### src/rtl/bgs_pkg.sv
package bgs_pkg;

    typedef enum logic [3:0] {
        ST_IDLE,
        ST_PULSE,
        ST_GATE,
        ST_RELEASE,
        ST_MGR_EN,
        ST_SUB_EN,
        ST_RB_SUB,
        ST_RB_END,
        ST_SUB_DIS,
        ST_MGR_DIS,
        ST_RB_MGR,
        ST_OFF_END
    } seq_state_e;

    typedef enum logic [1:0] {
        REQ_NONE,
        REQ_ON,
        REQ_OFF,
        REQ_CYCLE
    } req_kind_e;

    typedef enum logic {
        SIDE_MGR,
        SIDE_SUB
    } side_e;

    typedef struct packed {
        logic rst_n;
        logic clk_en;
        logic mgr_stop;
        logic sub_stop;
    } drive_t;

    localparam drive_t DRIVE_OFF = '{rst_n: 1'b0, clk_en: 1'b0, mgr_stop: 1'b1, sub_stop: 1'b1};

    // Reset-cycle outranks power-off, which outranks power-on.
    function automatic req_kind_e pick_req(input logic on, input logic off, input logic cyc);
        if (cyc)      return REQ_CYCLE;
        else if (off) return REQ_OFF;
        else if (on)  return REQ_ON;
        else          return REQ_NONE;
    endfunction

    function automatic logic is_wait(input seq_state_e s);
        return (s == ST_MGR_EN) || (s == ST_SUB_EN) || (s == ST_RB_SUB) ||
               (s == ST_SUB_DIS) || (s == ST_MGR_DIS) || (s == ST_RB_MGR);
    endfunction

    function automatic side_e wait_side(input seq_state_e s);
        if ((s == ST_MGR_EN) || (s == ST_RB_SUB) || (s == ST_MGR_DIS))
            return SIDE_MGR;
        return SIDE_SUB;
    endfunction

endpackage

### src/rtl/bgs_sync.sv
module bgs_sync #(
    parameter int WIDTH  = 2,
    parameter int STAGES = 2
) (
    input  logic             clk,
    input  logic             rst,
    input  logic [WIDTH-1:0] d,
    output logic [WIDTH-1:0] q
);
    logic [WIDTH-1:0] pipe [STAGES];

    for (genvar g = 0; g < STAGES; g++) begin : g_stage
        if (g == 0) begin : g_first
            always_ff @(posedge clk) begin
                if (rst) pipe[g] <= '0;
                else     pipe[g] <= d;
            end
        end else begin : g_next
            always_ff @(posedge clk) begin
                if (rst) pipe[g] <= '0;
                else     pipe[g] <= pipe[g-1];
            end
        end
    end

    assign q = pipe[STAGES-1];
endmodule

### src/rtl/bgs_hs_timer.sv
module bgs_hs_timer #(
    parameter int TIMEOUT = 125,
    parameter int SETTLE  = 3
) (
    input  logic clk,
    input  logic rst,
    input  logic active,
    input  logic bypass,
    input  logic ack,
    output logic ok,
    output logic fail
);
    localparam int CW = $clog2(TIMEOUT + 1);
    localparam logic [CW-1:0] SETTLE_V = CW'(SETTLE);
    localparam logic [CW-1:0] LAST_V   = CW'(TIMEOUT - 1);

    logic [CW-1:0] cnt;

    // Acknowledge is ignored until the synchronizer has seen the stop change.
    assign ok   = active && (bypass || ((cnt >= SETTLE_V) && !ack));
    assign fail = active && !ok && (cnt == LAST_V);

    always_ff @(posedge clk) begin
        if (rst)                         cnt <= '0;
        else if (active && !ok && !fail) cnt <= cnt + CW'(1);
        else                             cnt <= '0;
    end
endmodule

### src/rtl/bridge_gate_seq.sv
module bridge_gate_seq
    import bgs_pkg::*;
#(
    parameter int PULSE_CYC   = 128,
    parameter int HS_TO_CYC   = 125,
    parameter int SYNC_STAGES = 2
) (
    input  logic clk,
    input  logic rst,
    input  logic bridge_en,
    input  logic req_on,
    input  logic req_off,
    input  logic req_cycle,
    input  logic mgr_ack_i,
    input  logic sub_ack_i,
    output logic blk_rst_n_o,
    output logic clk_en_o,
    output logic mgr_stop_o,
    output logic sub_stop_o,
    output logic done_o,
    output logic err_o
);
    localparam int PCNT_W     = (PULSE_CYC > 1) ? $clog2(PULSE_CYC) : 1;
    localparam int SETTLE_CYC = SYNC_STAGES + 1;
    localparam logic [PCNT_W-1:0] PLAST = PCNT_W'(PULSE_CYC - 1);

    seq_state_e        state;
    drive_t            drv;
    logic              done_q, err_q, chain_q;
    logic [PCNT_W-1:0] pcnt;
    logic [1:0]        ack_s;
    logic              ack_sel, hs_ok, hs_fail;
    req_kind_e         req_k;

    bgs_sync #(.WIDTH(2), .STAGES(SYNC_STAGES)) u_sync (
        .clk (clk),
        .rst (rst),
        .d   ({sub_ack_i, mgr_ack_i}),
        .q   (ack_s)
    );

    assign ack_sel = (wait_side(state) == SIDE_MGR) ? ack_s[0] : ack_s[1];

    bgs_hs_timer #(.TIMEOUT(HS_TO_CYC), .SETTLE(SETTLE_CYC)) u_timer (
        .clk    (clk),
        .rst    (rst),
        .active (is_wait(state)),
        .bypass (!bridge_en),
        .ack    (ack_sel),
        .ok     (hs_ok),
        .fail   (hs_fail)
    );

    assign req_k = pick_req(req_on, req_off, req_cycle);

    always_ff @(posedge clk) begin
        if (rst) begin
            state   <= ST_IDLE;
            drv     <= DRIVE_OFF;
            done_q  <= 1'b0;
            err_q   <= 1'b0;
            chain_q <= 1'b0;
            pcnt    <= '0;
        end else begin
            done_q <= 1'b0;
            err_q  <= 1'b0;
            case (state)
                ST_IDLE: begin
                    if (req_k == REQ_ON) begin
                        state      <= ST_PULSE;
                        drv.rst_n  <= 1'b0;
                        drv.clk_en <= 1'b1;
                        pcnt       <= '0;
                        if (bridge_en) begin
                            drv.mgr_stop <= 1'b1;
                            drv.sub_stop <= 1'b1;
                        end
                    end else if (req_k != REQ_NONE) begin
                        state   <= ST_SUB_DIS;
                        chain_q <= (req_k == REQ_CYCLE);
                        if (bridge_en) drv.sub_stop <= 1'b1;
                    end
                end
                ST_PULSE: begin
                    if (pcnt == PLAST) begin
                        drv.clk_en <= 1'b0;
                        state      <= ST_GATE;
                    end else begin
                        pcnt <= pcnt + PCNT_W'(1);
                    end
                end
                ST_GATE: begin
                    drv.rst_n <= 1'b1;
                    state     <= ST_RELEASE;
                end
                ST_RELEASE: begin
                    drv.clk_en <= 1'b1;
                    if (bridge_en) drv.mgr_stop <= 1'b0;
                    state <= ST_MGR_EN;
                end
                ST_MGR_EN: begin
                    if (hs_ok) begin
                        if (bridge_en) drv.sub_stop <= 1'b0;
                        state <= ST_SUB_EN;
                    end else if (hs_fail) begin
                        drv.mgr_stop <= 1'b1;
                        state        <= ST_RB_END;
                    end
                end
                ST_SUB_EN: begin
                    if (hs_ok) begin
                        done_q <= 1'b1;
                        state  <= ST_IDLE;
                    end else if (hs_fail) begin
                        drv.sub_stop <= 1'b1;
                        drv.mgr_stop <= 1'b1;
                        state        <= ST_RB_SUB;
                    end
                end
                ST_RB_SUB: begin
                    if (hs_ok || hs_fail) state <= ST_RB_END;
                end
                ST_RB_END: begin
                    drv.clk_en <= 1'b0;
                    drv.rst_n  <= 1'b0;
                    done_q     <= 1'b1;
                    err_q      <= 1'b1;
                    state      <= ST_IDLE;
                end
                ST_SUB_DIS: begin
                    if (hs_ok) begin
                        if (bridge_en) drv.mgr_stop <= 1'b1;
                        state <= ST_MGR_DIS;
                    end else if (hs_fail) begin
                        done_q <= 1'b1;
                        err_q  <= 1'b1;
                        state  <= ST_IDLE;
                    end
                end
                ST_MGR_DIS: begin
                    if (hs_ok) begin
                        drv.clk_en <= 1'b0;
                        drv.rst_n  <= 1'b0;
                        state      <= ST_OFF_END;
                    end else if (hs_fail) begin
                        drv.sub_stop <= 1'b0;
                        state        <= ST_RB_MGR;
                    end
                end
                ST_RB_MGR: begin
                    if (hs_ok || hs_fail) begin
                        done_q <= 1'b1;
                        err_q  <= 1'b1;
                        state  <= ST_IDLE;
                    end
                end
                ST_OFF_END: begin
                    if (chain_q) begin
                        chain_q    <= 1'b0;
                        drv.clk_en <= 1'b1;
                        pcnt       <= '0;
                        state      <= ST_PULSE;
                    end else begin
                        done_q <= 1'b1;
                        state  <= ST_IDLE;
                    end
                end
                default: state <= ST_IDLE;
            endcase
        end
    end

    assign blk_rst_n_o = drv.rst_n;
    assign clk_en_o    = drv.clk_en;
    assign mgr_stop_o  = drv.mgr_stop;
    assign sub_stop_o  = drv.sub_stop;
    assign done_o      = done_q;
    assign err_o       = err_q;

    // Reset is released only while the clock is gated.
    assert_release_gated_R2: assert property (@(posedge clk) disable iff (rst)
        $rose(blk_rst_n_o) |-> !clk_en_o);

    // The manager side opens while the subordinate side is still stopped.
    assert_mgr_first_R3: assert property (@(posedge clk) disable iff (rst)
        $fell(mgr_stop_o) |-> sub_stop_o);

    // The manager side closes only once the subordinate side is stopped.
    assert_sub_first_R7: assert property (@(posedge clk) disable iff (rst)
        $rose(mgr_stop_o) |-> sub_stop_o);

    assert_stopped_in_reset_R13: assert property (@(posedge clk) disable iff (rst)
        !blk_rst_n_o |-> (mgr_stop_o && sub_stop_o));

    assert_err_with_done_R13: assert property (@(posedge clk) disable iff (rst)
        err_o |-> done_o);

    assert_done_single_R13: assert property (@(posedge clk) disable iff (rst)
        done_o |=> !done_o);

endmodule

### config.mk
export PLATFORM = sky130hd
export DESIGN_NAME = bridge_gate_seq
export DESIGN_NICKNAME = d
export VERILOG_FILES = /design/src/rtl/bgs_pkg.sv /design/src/rtl/bgs_sync.sv /design/src/rtl/bgs_hs_timer.sv /design/src/rtl/bridge_gate_seq.sv
export SDC_FILE = /design/constraint.sdc
export NUM_CORES = 1
export LEC_CHECK = 0
export ABC_AREA = 0
export BUFFER_PORTS_ARGS = -buffer_cell sky130_fd_sc_hd__clkbuf_2
export CAP_MARGIN = 15
export CORE_MARGIN = 3
export CORE_UTILIZATION = 31
export DETAILED_ROUTE_END_ITERATION = 12
export PLACE_DENSITY_LB_ADDON = 0.25
export SKIP_LAST_GASP = 1
export SLEW_MARGIN = 20
export SYNTH_ARGS = -nofsm -noshare
export SYNTH_HDL_FRONTEND = slang
export SYNTH_SLANG_ARGS = --single-unit
### constraint.sdc
create_clock -name clk -period 2.3 [get_ports clk]
set_clock_uncertainty 0.2 [all_clocks]
set_input_delay 0.115 -clock clk [delete_from_list [all_inputs] [get_ports clk]]
set_output_delay 0.115 -clock clk [all_outputs]
set_load 0.05 [all_outputs]
==> results of run 1 <==
-- placed cells by master, fill, tap and decap left out, drive strengths merged, types with 4 or more instances in the layout --
cell,count
dfxtp,29
nor2,25
clkbuf,20
a21oi,16
buf,16
nand2,14
inv,13
o21ai,10
nand3,9
nor2b,8
xnor2,7
nand2b,5
nor3,5
a2111oi,5
xor2,4
mux2i,4
or3,4
-- synthesized netlist by cell type (2+ instances only) --
| cell | n | area (µm²) |
|---|---|---|
| nand4_1 | 2 | 12.5 |
| nor2b_1 | 8 | 50.1 |
| and2_1 | 2 | 12.5 |
| o21ai_1 | 4 | 20.0 |
| nor2_2 | 7 | 43.8 |
| inv_1 | 10 | 37.5 |
| nor3_1 | 5 | 25.0 |
| or3_1 | 3 | 18.8 |
| nand2_1 | 14 | 52.6 |
| a21oi_1 | 16 | 80.1 |
| dfxtp_1 | 29 | 581 |
| nand2b_1 | 5 | 31.3 |
| inv_2 | 3 | 11.3 |
| o21a_1 | 2 | 15.0 |
| nor3b_1 | 2 | 15.0 |
| and3_1 | 2 | 12.5 |
| o21ai_0 | 6 | 30.0 |
| nor2_1 | 18 | 67.6 |
| a221oi_1 | 2 | 17.5 |
| a211oi_1 | 3 | 22.5 |
| clkbuf_1 | 3 | 11.3 |
| mux2i_1 | 4 | 40.0 |
| buf_1 | 2 | 7.51 |
| mux2_1 | 2 | 22.5 |
| xor2_1 | 4 | 35.0 |
| nor4_1 | 3 | 18.8 |
| buf_2 | 4 | 20.0 |
| o22ai_1 | 3 | 18.8 |
| nand3_1 | 9 | 45.0 |
| a211o_1 | 2 | 17.5 |
| a41oi_2 | 2 | 32.5 |
| a2111oi_2 | 4 | 60.1 |
| ha_1 | 3 | 37.5 |
| xnor2_1 | 7 | 61.3 |
-- worst paths after layout --
path,end,startpoint,cells after the start,slack (ns)
setup reg to reg,state[0],state[3],5,0.08
hold / removal,chain_q,req_off,4,0.05
hold reg to reg,u_sync.pipe[1][0],u_sync.pipe[0][0],1,0.24
setup / recovery,state[0],state[3],5,0.08
-- cells by family after synthesis --
family,after synthesis
compound gates,57
xor+xnor,11
fa+ha+maj,3
buf+inv,23
flops,29
mux,6
simple gates,87
-- cell type report --
cell class | count | area (µm²) | area share (%)
flip-flops and latches | 29 | 582 | 26.9
repair buffers | 32 | 215 | 9.94
well taps | 72 | 90.1 | 4.16
clock buffers | 7 | 86.3 | 3.99
multi-input cells | 164 | 1140 | 52.8
inverters | 13 | 48.8 | 2.25
-- tightest hold or removal path: cells and delay by family --
kind	cells	cell delay, ns
compound gates	2	0.17
simple gates	1	0.06
buf+inv	1	0.14
-- registers in the layout (all words and copies together), names as in the netlist --
name	flops
blk_rst_n_o	1
chain_q	1
clk_en_o	1
done_o	1
err_o	1
mgr_stop_o	1
pcnt	7
state	4
sub_stop_o	1
u_sync.pipe	4
u_timer.cnt	7
-- stage by stage --
stage | power (µW) | setup slack (ns) | util, %
global route | 2370 | 0.00583 | 38.9
finish | 2230 | 0.0807 | 38.9
floorplan | 1450 | 0.311 | -
global placement | 1780 | 0.0506 | 36.5
detailed placement | 1770 | 0.0853 | 36.5
CTS | 2220 | 0.0702 | 38.6
-- power by group --
group | switching, µW | total, µW | internal (µW)
clock | 195 | 432 | 237
combinational | 683 | 1140 | 461
sequential | 82.7 | 652 | 570
-- layer usage --
metal	vias up	share of wire [%]
met5	-	0
met4	0	3.3
met3	17	4.9
met2	54	44
met1	764	47
li1	844	-
-- timing repair --
| item | 4_1_cts | 5_1_grt |
|---|---|---|
| endpoints found under the hold margin | 3 | 0 |
| hold buffers | 3 | 0 |
| setup endpoints to repair | 0 | 12 |
| resized for setup | 0 | 3 |
==> results.toml, run 1 <==
[worst_setup_path]
crit_path_end_kind = "flop"
crit_path_max_fanout = 9
path_class = "reg2reg"
critPathRequiredTime_ns = 2.26
crit_buf_inv = 1
critical_path_arrival_ns = 2.18
path_delay_family = "compound AO/OA/AOI/OAI gates"
cp-start-kind = "flop"
crit_chain = "buf_4, or4_4, o41ai_2, a41oi_2, a2111oi_2"
cp_slowest_cell = "or4_4"
critPathMaxStageDelay_ns = 0.53

[global_routing]
busiest_layer = "met2"
grt_use_met1_pct = 18.7
use_met2_pct = 21.5
antenna_found_initial = 0
grt_start_max_net_pins = 23
global_route.usage.total_pct = 14.4
met3_usage_pct = 3.58
grt_first_pass_wirelength_um = 7430
grt-ovfl-total = 0
grt_pass1_vias = 1563

[hold_path]
hold_path_class = "in2reg"

[power]
irDropWorstVdd_mv = 0.378
p_leak_uw = 0.000804
power_density_nw_per_um2 = 1030

[yosys]
synth_cell_type_count = 55
synth_seq_cells = 29
synth.mux.area_fraction_pct = 3.46
yosys.area_share.simple_pct = 26.3
synth_ff_type = "dfxtp_1"
synthXorXnorAreaFrac_pct = 5.32
ys_async_sr_fraction_pct = 0
synth_compound_area_share_pct = 25.3
avgSynthCellArea_um2 = 8.38
syn_nets = 227
synth_fa_ha_area_share_pct = 2.07
synth_top_family_by_area = "simple AND/OR/NAND/NOR gates"
ys_seq_area_share_pct = 32.1
synth_edf_count = 0
synthCells = 216
synth_warnings = 0
netlist_area_um2 = 1810

[die]
core-area_um2 = 5570
start_util_pct = 32.5
rows = 27
die_x_um = 82.4
dieArea_um2 = 6790
top_level_ports = 14
die_h_um = 82.4

[route]
num_vias = 1679
drt_wl_total_um = 4520
dr.pass1.iters = 4
post_drt_wl_per_cell_um = 14.3
avgViaCountPerCell = 5.30
first_iter_violations = 229
ant_nets = 0
drc = 0

[finish]
syn2layout_area_growth_pct = 19.6
fin_cells = 317
nNetsFinal = 256
nFillCells = 574
drive_gt1_share_pct = 24.9
antennaDiodeCount = 0
postLayoutCellArea_um2 = 2170

[timing]
setup-tns-final_ns = 0
setup_viol = 0
drv_slew = 0
hold_viol = 0
rsz0062_at_grt = "false"
worst_slew_pin_slew_ns = 0.597
min_period_ns = 2.22
fin_crit_sh_pct = 96.5
whs_ns = 0.0528
fmax_mhz = 451
slew_headroom_pct = 59.9

[cts]
cts_setup_buffers = 0
clkSinkCount = 29
cts_tree = "yes"
cts_made_buffers = 5
root_buffer = "clkbuf_8"
clk_pin_slew_ns = 0.06
clk_latency_ns = 0.28
htreeDepth = 2
clockBufferDepth = 2

[placement]
port_buffers = 13
placed_cells = 307
hpwl_um = 3250
postPlaceCellArea_um2 = 2040
gp_congestion = 0.820

[job]
cap_viol_max_count = 0

[outcome]
status = "complete, no violations"
Note: power is estimated with default switching activity, not from simulation.
==> run 2, diff against run 1 <==
--- a/config.mk
+++ b/config.mk
@@ -11,7 +11,7 @@
 export CORE_MARGIN = 3
 export CORE_UTILIZATION = 31
 export DETAILED_ROUTE_END_ITERATION = 12
-export PLACE_DENSITY_LB_ADDON = 0.25
+export PLACE_DENSITY = 0.44
 export SKIP_LAST_GASP = 1
 export SLEW_MARGIN = 20
 export SYNTH_ARGS = -nofsm -noshare
==> results.toml, run 2 (synthesis gave the netlist of run 1 again) <==
[die]
core-area_um2 = 5570
die_x_um = 82.4
dieArea_um2 = 6790
die_h_um = 82.4
start_util_pct = 32.5
rows = 27
top_level_ports = 14

[global_routing]
grt-ovfl-total = 0
grt_start_max_net_pins = 15
global_route.usage.total_pct = 15.4
grt_pass1_vias = 1633
grt_first_pass_wirelength_um = 8050
antenna_found_initial = 0

[worst_setup_path]
critical_path_arrival_ns = 2.12
reg2reg_depth = 5
crit_path_max_fanout = 7
critPathRequiredTime_ns = 2.26
path_class = "reg2reg"
crit_path_end_kind = "flop"
r2r_slack_ns = 0.14
reg2reg_to = "state[3]"
cp-start-kind = "flop"
r2r-start = "state[3]"

[finish]
reg_top3 = "pcnt x7, u_timer.cnt x7"
nFillCells = 595
layout_common_cells = "dfxtp_1 (28), buf_4 (19), nor2_1 (18)"
nNetsFinal = 260
syn2layout_area_growth_pct = 23.5
drive_gt1_share_pct = 26.0
layout_commonest_cell = "dfxtp_1"
antennaDiodeCount = 0

[timing]
fin_crit_sh_pct = 93.7
setup_viol = 0
worst_slew_pin_slew_ns = 0.609
hold_viol = 0
drv_slew = 0
fmax_mhz = 464
slew_headroom_pct = 59.1
fin_ws_ns = 0.144
min_period_ns = 2.16
rsz0062_at_grt = "true"

[cts]
cts_tree = "yes"
cts_made_buffers = 5
clkSinkCount = 29
clockBufferDepth = 2
cts_setup_buffers = 0
clk_pin_slew_ns = 0.06
clk_latency_ns = 0.28
root_buffer = "clkbuf_8"
htreeDepth = 2

[placement]
dp_slack_ns = 0.0395
hpwl_um = 3510
gp_congestion = 0.815
port_buffers = 13

[power]
power.internal_uw = 1390
power_density_nw_per_um2 = 1050
p_clk_share_pct = 23.1
p_comb_share_pct = 49.2
p_sw_uw = 966
pwr-share-seq_pct = 27.7
power_switching_share_pct = 41.0
irDropWorstVdd_mv = 0.647
power_uw = 2360
p_leak_uw = 0.000836

[hold_path]
holdPathStages = 4
hold_path_class = "in2reg"
min_from = "req_off"
min_to = "chain_q"

[route]
first_iter_violations = 95
drt_wl_total_um = 4670
drc = 0
num_vias = 1639
ant_nets = 0
post_drt_wl_per_cell_um = 14.5
dr.pass1.iters = 4
avgViaCountPerCell = 5.09

[job]
cap_viol_max_count = 0

[outcome]
status = "complete, no violations"
==> run 2: cell count changes in the layout (fill, tap and decap cells not counted), sizes merged <==
cell	delta
buf	+3
dlygate4sd3	+1
bufinv	+1
==> run 2: worst max-delay path, stage by stage, from the launching register on <==
cell	delay, ns
dfxtp_1	0.38
buf_4	0.17
or4_4	0.53
o41ai_2	0.31
a41oi_2	0.11
mux2_1	0.35
==> run 2: cell type report <==
type / count / area (µm²) / area share (%)
Clock buffer: 7 / 86.3 / 3.86
Clock inverter: 1 / 30.0 / 1.34
Inverter: 13 / 48.8 / 2.18
Sequential cell: 29 / 582 / 26.0
Tap cell: 72 / 90.1 / 4.03
Multi-Input combinational cell: 164 / 1150 / 51.5
Timing Repair Buffer: 36 / 248 / 11.1
==> run 2: power by group through the flow <==
stage               combinational, µW  sequential [µW]  clock [µW]
floorplan                         775              676           0
global placement                 1130              662           0
detailed placement               1110              662           0
CTS                              1120              652         562
global route                     1270              669         580
finish                           1160              654         544
==> run 2: how the worst max path moves through the flow <==
stage / from / endpoint / slack [ns] / cells past startpoint
finish: state[3] / state[3] / 0.14 / 5
global route: state[1] / pcnt[0] / -0.003 / 6
CTS: u_timer.cnt[0] / u_timer.cnt[4] / 0.03 / 6
detailed placement: u_timer.cnt[0] / u_timer.cnt[4] / 0.04 / 6
global placement: u_timer.cnt[0] / u_timer.cnt[6] / 0.05 / 6
floorplan: state[1] / state[1] / 0.31 / 5
==> run 2: layer usage <==
layer / global-route usage (%) / share of wire, % / up-vias
met1: 20.9 / 49 / 760
met4: 4.82 / 0.75 / 0
met5: 0 / 0 / -
met2: 24.1 / 46 / 27
li1: - / - / 848
met3: 3.36 / 4.1 / 4
==> run 2: what timing repair did <==
| item | CTS | global route |
|---|---|---|
| hold buffers | 4 | 0 |
| resized for setup | 0 | 4 |
| endpoints found under the setup margin | 0 | 15 |
| endpoints found under the hold margin | 4 | 0 |
==> run 2: stage by stage <==
step	utilization [%]	area (µm²)	hold slack (ns)	TNS [ns]	instances
5_1_grt	40.1	2240	0.125	-0.00316	322
6_report	40.1	2240	0.0601	0	322
2_1_floorplan	-	1810	0.0432	0	216
4_1_cts	39.7	2210	0.0546	0	322
3_5_place_dp	36.9	2060	0.136	0	310
3_3_place_gp	36.9	2060	0.127	0	310
==> run 3, diff against run 2 <==
--- a/config.mk
+++ b/config.mk
@@ -10,6 +10,7 @@
 export CAP_MARGIN = 15
 export CORE_MARGIN = 3
 export CORE_UTILIZATION = 31
+export CTS_BUF_LIST = sky130_fd_sc_hd__clkbuf_2
 export DETAILED_ROUTE_END_ITERATION = 12
 export PLACE_DENSITY = 0.44
 export SKIP_LAST_GASP = 1
==> results.toml, run 3 (synthesis gave the netlist of run 1 again) <==
[route]
avgViaCountPerCell = 5.09
num_vias = 1645
dr.pass1.iters = 4
first_iter_violations = 93
post_drt_wl_per_cell_um = 14.6
drt_wl_total_um = 4720
drc = 0
ant_nets = 0

[cts]
clk_pin_slew_ns = 0.14
clkSinkCount = 29
root_buffer = "clkbuf_2"
cts_made_buffers = 5
htreeDepth = 2
clk_latency_ns = 0.35
cts_tree = "yes"
clockBufferDepth = 2

[hold_path]
min_from = "bridge_en"
holdPathStages = 5
hold_path_class = "in2reg"
min_to = "mgr_stop_o"

[timing]
min_period_ns = 2.17
setup_viol = 0
slew_headroom_pct = 68.5
setup-tns-final_ns = 0
hold_viol = 0
rsz0062_at_grt = "false"
worst_slew_pin_slew_ns = 0.468
fin_crit_sh_pct = 94.5
drv_slew = 0
fmax_mhz = 460

[finish]
reg_top3 = "pcnt x7, u_timer.cnt x7"
nNetsFinal = 261
nFillCells = 598
postLayoutCellArea_um2 = 2200
layout_common_cells = "dfxtp_1 (28), clkbuf_2 (19), buf_4 (19)"
drive_gt1_share_pct = 26.7
layout_commonest_cell = "dfxtp_1"
antennaDiodeCount = 0
syn2layout_area_growth_pct = 21.7
final_util_pct = 39.5

[global_routing]
antenna_found_initial = 0
grt_pass1_vias = 1624
grt_start_max_net_pins = 15
grt_first_pass_wirelength_um = 8030
global_route.usage.total_pct = 15.4
grt-ovfl-total = 0

[die]
core-area_um2 = 5570
top_level_ports = 14
rows = 27
die_h_um = 82.4
die_x_um = 82.4
dieArea_um2 = 6790
start_util_pct = 32.5

[power]
power_density_nw_per_um2 = 991
irDropWorstVdd_mv = 0.651
power_uw = 2180
p_leak_uw = 0.000831

[worst_setup_path]
critical_path_arrival_ns = 2.22
crit_path_max_fanout = 7
critPathRequiredTime_ns = 2.34
r2r-start = "state[3]"
path_delay_family = "simple AND/OR/NAND/NOR gates"
critPathMaxStageDelay_ns = 0.53
crit_path_end_kind = "flop"
cp_slowest_cell = "or4_4"
cp-start-kind = "flop"
crit_buf_inv = 1
reg2reg_to = "state[3]"
reg2reg_depth = 5
path_class = "reg2reg"
r2r_slack_ns = 0.13
crit_chain = "buf_4, or4_4, o41ai_2, a41oi_2, mux2_1"

[job]
cap_viol_max_count = 0

[placement]
postPlaceCellArea_um2 = 2060
hpwl_um = 3510
gp_congestion = 0.815
port_buffers = 13

[outcome]
status = "complete, no violations"
[run 3: cell types whose count changed in the layout (fill, tap and decap cells not counted), sizes merged]
cell         before  now
clkbuf           20   19
clkinv            0    1
dlygate4sd3       4    5
[run 3: cell type report]
class	count	area [µm²]	share of cell area, %
Clock buffer	6	30.0	1.36
Clock inverter	2	33.8	1.53
Tap cell	72	90.1	4.09
Inverter	13	48.8	2.21
Multi-Input combinational cell	164	1160	52.7
Sequential cell	29	582	26.4
Timing Repair Buffer	37	258	11.7
[run 3: how the worst max path moves through the flow]
stage / depth (start not counted) / endpoint / start / slack, ns
5_1_grt: 6 / state[2] / u_timer.cnt[0] / 0.01
6_report: 5 / state[3] / state[3] / 0.13
4_1_cts: 6 / u_timer.cnt[4] / u_timer.cnt[0] / 0.007
3_5_place_dp: 6 / u_timer.cnt[4] / u_timer.cnt[0] / 0.04
2_1_floorplan: 5 / state[1] / state[1] / 0.31
3_3_place_gp: 6 / u_timer.cnt[6] / u_timer.cnt[0] / 0.05
[run 3: where the power goes]
part	internal (µW)	switching (µW)
Clock	186	178
Sequential	569	85.5
Combinational	476	690
Total	1230	953
[run 3: timing repair]
item,in CTS,in global routing
hold buffers,5,0
endpoints found under the setup margin,0,17
resized for setup,0,7
hold endpoints to repair,7,0
buffers inserted,0,0
[run 3: metrics by stage]
step                      std cells  worst slack (ns)  hold WS, ns
after detailed placement        310            0.0395        0.136
after floorplan                 216             0.311       0.0432
after CTS                       323           0.00670      0.00669
after global routing            323            0.0102       0.0249
after global placement          310            0.0537        0.127
final                           323             0.126       0.0307
[run 3: layer usage]
layer,wire (µm),global-route usage (%)
met3,201,3.36
met4,53,4.82
met2,2260,24.0
met1,2200,21.0
met5,0,0
[run 3: worst reg2reg max path: stages (launching register included)]
cell     delay [ns]
dfxtp_1        0.40
buf_4          0.17
or4_4          0.53
o41ai_2        0.32
a41oi_2        0.11
mux2_1         0.34
